--- src/rtl/upsampler_pkg.sv ---
package upsampler_pkg;

    localparam int UPS_DATA_W = 16;
    localparam int UPS_FACTOR = 4;

    // Width able to hold the values 0..factor inclusive
    function automatic int weight_width(input int factor);
        return $clog2(factor) + 1;
    endfunction

    // Width of the phase index 0..factor-1
    function automatic int phase_width(input int factor);
        return (factor > 2) ? $clog2(factor) : 1;
    endfunction

endpackage

--- src/rtl/upsampler_phase_ctr.sv ---
module upsampler_phase_ctr #(
    parameter int FACTOR = upsampler_pkg::UPS_FACTOR,
    localparam int PW = upsampler_pkg::phase_width(FACTOR)
) (
    input  logic          clk,
    input  logic          rst,
    input  logic          step,
    output logic [PW-1:0] k,
    output logic          at_last
);
    localparam logic [PW-1:0] LAST = PW'(FACTOR - 1);

    assign at_last = (k == LAST);

    always_ff @(posedge clk) begin
        if (rst) begin
            k <= '0;
        end else if (step) begin
            k <= at_last ? '0 : k + 1'b1;
        end
    end
endmodule

--- src/rtl/upsampler_shift_add.sv ---
module upsampler_shift_add #(
    parameter int DATA_W = upsampler_pkg::UPS_DATA_W,
    parameter int WW     = 3
) (
    input  logic [DATA_W-1:0] operand,
    input  logic [WW-1:0]     weight,
    output logic [DATA_W-1:0] product
);
    logic [DATA_W-1:0] partial [WW];

    for (genvar b = 0; b < WW; b++) begin : g_term
        assign partial[b] = weight[b] ? (operand << b) : '0;
    end

    always_comb begin
        product = '0;
        for (int b = 0; b < WW; b++) begin
            product = product + partial[b];
        end
    end
endmodule

--- src/rtl/upsampler_out_reg.sv ---
module upsampler_out_reg #(
    parameter int DATA_W = upsampler_pkg::UPS_DATA_W
) (
    input  logic              clk,
    input  logic              rst,
    input  logic              load,
    input  logic              wrap,
    input  logic [DATA_W-1:0] next_value,
    output logic [DATA_W-1:0] value,
    output logic              valid,
    output logic              adv
);
    always_ff @(posedge clk) begin
        if (rst) begin
            value <= '0;
            valid <= 1'b0;
            adv   <= 1'b0;
        end else begin
            valid <= load;
            adv   <= load & wrap;
            if (load) begin
                value <= next_value;
            end
        end
    end
endmodule

--- src/rtl/upsampler.sv ---
module upsampler #(
    parameter int DATA_W = upsampler_pkg::UPS_DATA_W,
    parameter int FACTOR = upsampler_pkg::UPS_FACTOR,
    localparam int PW = upsampler_pkg::phase_width(FACTOR),
    localparam int WW = upsampler_pkg::weight_width(FACTOR)
) (
    input  logic              clk,
    input  logic              rst,
    input  logic              tick,
    input  logic [DATA_W-1:0] cur_sample,
    input  logic [DATA_W-1:0] nxt_sample,
    output logic [DATA_W-1:0] out_value,
    output logic              out_valid,
    output logic [PW-1:0]     phase,
    output logic              advance
);
    localparam int SHIFT = $clog2(FACTOR);

    logic              last_phase;
    logic [DATA_W-1:0] cur_div, nxt_div;
    logic [WW-1:0]     w_cur, w_nxt;
    logic [DATA_W-1:0] p_cur, p_nxt, blend;

    upsampler_phase_ctr #(.FACTOR(FACTOR)) u_phase (
        .clk     (clk),
        .rst     (rst),
        .step    (tick),
        .k       (phase),
        .at_last (last_phase)
    );

    // Pre-division by the factor (factor is a power of two)
    assign cur_div = cur_sample >> SHIFT;
    assign nxt_div = nxt_sample >> SHIFT;

    // Crossfade weights: current fades out, next fades in
    assign w_nxt = WW'(phase);
    assign w_cur = WW'(FACTOR) - w_nxt;

    upsampler_shift_add #(.DATA_W(DATA_W), .WW(WW)) u_mul_cur (
        .operand (cur_div),
        .weight  (w_cur),
        .product (p_cur)
    );

    upsampler_shift_add #(.DATA_W(DATA_W), .WW(WW)) u_mul_nxt (
        .operand (nxt_div),
        .weight  (w_nxt),
        .product (p_nxt)
    );

    assign blend = p_cur + p_nxt;

    upsampler_out_reg #(.DATA_W(DATA_W)) u_out (
        .clk        (clk),
        .rst        (rst),
        .load       (tick),
        .wrap       (last_phase),
        .next_value (blend),
        .value      (out_value),
        .valid      (out_valid),
        .adv        (advance)
    );
endmodule

--- config.mk ---
export PLATFORM = sky130hd
export DESIGN_NAME = upsampler
export DESIGN_NICKNAME = d
export VERILOG_FILES = /design/src/rtl/upsampler_pkg.sv /design/src/rtl/upsampler_phase_ctr.sv /design/src/rtl/upsampler_shift_add.sv /design/src/rtl/upsampler_out_reg.sv /design/src/rtl/upsampler.sv
export SDC_FILE = /design/constraint.sdc
export NUM_CORES = 1
export LEC_CHECK = 0
export ABC_AREA = 0
export CELL_PAD_IN_SITES_DETAIL_PLACEMENT = 2
export CELL_PAD_IN_SITES_GLOBAL_PLACEMENT = 2
export CORE_MARGIN = 2
export CORE_UTILIZATION = 35
export CTS_CLUSTER_DIAMETER = 80
export DETAILED_ROUTE_END_ITERATION = 12
export DONT_BUFFER_PORTS = 1
export PLACE_DENSITY = 0.81
export SLEW_MARGIN = 20
export SYNTH_ARGS = -nofsm -noshare
export SYNTH_HDL_FRONTEND = slang
export SYNTH_SLANG_ARGS = --single-unit
--- constraint.sdc ---
create_clock -name clk -period 4.2 [get_ports clk]
set_input_delay 0.21 -clock clk [delete_from_list [all_inputs] [get_ports clk]]
set_output_delay 0.21 -clock clk [all_outputs]
set_load 0.005 [all_outputs]
==> impl_results.md <==
- Status: complete, no violations
- Total grt overflow: 0
- Area leader, netlist: fa_1
- Remaining antenna violation count: 0
- Final hold vios: 0
- CP startpoint kind: register
- Relative slew slack: 0.729
- Clock power share: 0.154
- CTS Buf Count: 3
- Async set-or-reset flop fraction in the synthesized netlist: 0
- Routability cong.: 0.788
- Largest net degree at the start of global routing: 23
- Sequential power share: 0.202
- Synth unique cells: 42
- Syn. warnings: 0
- First-pass GRT wire length: 12600 um
- Placed Area: 0.00288 mm^2
- Dpl ws: -0.00144 ns
- Area grow syn2layout: 12.4%
- Routed wire per std cell: 17.7 um
- Initial antenna violation count: 0
- H-tree Lvls: 1
- Initial core utilization: 0.359
- Sink Count: 20
- CTS tree: yes
- Seq/Total Area, Yosys: 0.146
- Clock slew at reported path FFs: 0.09 ns
- Post-synthesis cell count: 315
- Worst EP required: 4.33 ns
- Top-Level Pins: 55
- Layout cell share with drive strength beyond 1: 0.119
- Pwr/cell area: 421 mW/mm^2
- Final worst-path cycle share: 0.962
- Diode count: 0
- DR vias/cell: 5.14
- Iteration count of the initial detailed-routing pass: 4
- Pins Over Slew Limit: 0
- Mapped Avg Cell Area: 8.72 um^2
- Nets@finish: 413
- Core footprint: 0.00765 mm^2
- Clock latency on the worst-skew pair: 0.26 ns
- Net Sw Power: 580 uW
- DRC viols: 0
- Top achievable clock speed: 247 MHz
- Yosys top cell area share: 0.291
- Mapped cell area: 0.00275 mm^2
- RSZ-0062 raised after global routing: true
- Clk root buf: clkbuf_8
- Least-Margin Pin Slew: 0.406 ns
- Worst Hold Class: primary input to register
- Fill cell count: 860
- Net Sw Frac: 0.446
- DR iter-0 viols: 41
- WL final: 7470 um
- Via Count: 2168
- Lkg Pwr: 0.00142 uW
- Crit path setup slack, layout: 0.159 ns
- Critical Path Sink Type: register
- Worst Path Max Fanout: 8
- WP data arrival: 4.17 ns
- CTS Buffer Depth: 2
- Final instance area: 0.00309 mm^2
- DPL Wire Length: 6000 um
- Synth area leaders: fa_1 29%, dfxtp_1 15%, and2_1 12%, ha_1 7.7%, inv_1 6.3%
- Number of global-route vias before repair: 2632
- Die area: 0.00857 mm^2
- Worst clock skew: 0.00427 ns
- Min Tclk post-route: 4.04 ns
- Post-Syn Nets: 407
- Part of the power in combinational logic: 0.644
- Die H: 92.6 um
- Max VDD drop: 0.194 mV
- Die Span X: 92.6 um
- Number of enable flip-flop cells after synthesis: 0
- Gr usage total: 0.188
- Critical path class: register to register
- Flop and latch count out of synthesis: 20
- Cell Int Power: 720 uW
- # setup viols final: 0
- Rows: 32
- Maxcap violations: 0
- Synth Flop Type: dfxtp_1
- Port bufs: 0
## stage by stage
stage / setup TNS [ns] / util / hold WS, ns / instances / total power, uW
2_1_floorplan: 0 / - / 0.457 / 315 / 847
3_3_place_gp: 0 / 0.377 / 0.279 / 410 / 997
3_5_place_dp: -0.00144 / 0.377 / 0.281 / 410 / 1050
4_1_cts: 0 / 0.393 / 0.00112 / 420 / 1280
5_1_grt: -0.0714 / 0.404 / 0.000307 / 422 / 1450
6_report: 0 / 0.404 / 0.0143 / 422 / 1300
## layout make-up
class                      instances  area, um^2  share of cell area
multi-input combinational        237        2210               0.715
sequential                        20         403               0.130
inverter                          46         173              0.0559
tap                              102         128              0.0413
timing repair buffer              13         105              0.0340
clock buffer                       3        41.3              0.0134
clock inverter                     1        30.0             0.00972
## path summary, 6_finish.rpt
path / slack [ns] / end / startpoint / depth (start not counted)
min reg2reg: 0.52 / u_out.value[10]$_SDFFE_PP0P_ / u_out.value[10]$_SDFFE_PP0P_ / 1
min: 0.01 / u_out.value[5]$_SDFFE_PP0P_ / rst / 1
max reg2reg: 0.16 / u_out.value[9]$_SDFFE_PP0P_ / u_phase.k[1]$_SDFFE_PP0P_ / 15
max: 0.16 / u_out.value[9]$_SDFFE_PP0P_ / u_phase.k[1]$_SDFFE_PP0P_ / 15
## state kept, by name, indices dropped and copies added, names as in the netlist
name and flops:
u_out.value 16, u_phase.k 2, u_out.adv 1, u_out.valid 1
## worst max-delay path, stage by stage, from the launching register on
cell	delay, ns
dfxtp_2	0.34
inv_1	0.06
ha_4	0.27
buf_4	0.15
and2_1	0.14
fa_1	0.47
fa_1	0.55
inv_1	0.05
fa_1	0.53
inv_1	0.10
fa_2	0.43
a211oi_2	0.23
nor2_2	0.11
o21a_1	0.21
o21ai_0	0.14
o311ai_0	0.13
## layout by cell type (no fill, tap or decap), drive strengths merged, types with 2 or more instances in the layout
master and instances:
nand4 3, and2 54, or3 2, clkbuf 3
dlygate4sd3 3, buf 10, ha 17, xnor2 2
fa 40, nand3 3, o21ai 9, dfxtp 20
nor3 2, inv 46, mux2i 9, a21o 4
o21a 2, o311ai 2, nor2 21, nand2b 3
nand2 27, or3b 2, xor2 2, a21oi 10
o211ai 2, a211oi 8
## routing by layer
| layer | track usage | part of all wire |
|---|---|---|
| met5 | 0 | 0 |
| met4 | 0.0249 | 0.0095 |
| met3 | 0.0399 | 0.044 |
| met2 | 0.383 | 0.56 |
| met1 | 0.199 | 0.39 |
## logic make-up after synthesis
kind of cell	share of synthesized area
muxes	0.0328
buffers and inverters	0.0820
DFF	0.146
adders and majority gates	0.369
AOI/OAI and AO/OA	0.119
xor gates and xnor gates	0.0209
and+or+nand+nor	0.231
## Yosys cell counts (all sizes together) (3+ instances only)
cell,instances
a211oi,8
a21o,4
a21oi,10
and2,54
buf,4
clkbuf,8
dfxtp,20
fa,40
ha,17
inv,46
mux2i,9
nand2,27
nand2b,3
nand3,3
nand4,3
nor2,21
o21ai,9
## power groups by stage
stage	combinational (uW)	sequential, uW	clock (uW)
after global routing	965	269	212
after floorplan	586	261	0
after detailed placement	780	270	0
final	837	263	200
after global placement	728	269	0
after CTS	802	266	209
## repair_timing
action | in CTS | in global routing
hold buffers | 2 | 1
pin swaps | 1 | 6
hold endpoints to repair | 8 | 1
setup endpoints to repair | 3 | 7
resized for setup | 1 | 12
buffers inserted | 4 | 1
No activity file was read; power rests on OpenSTA's default activity.
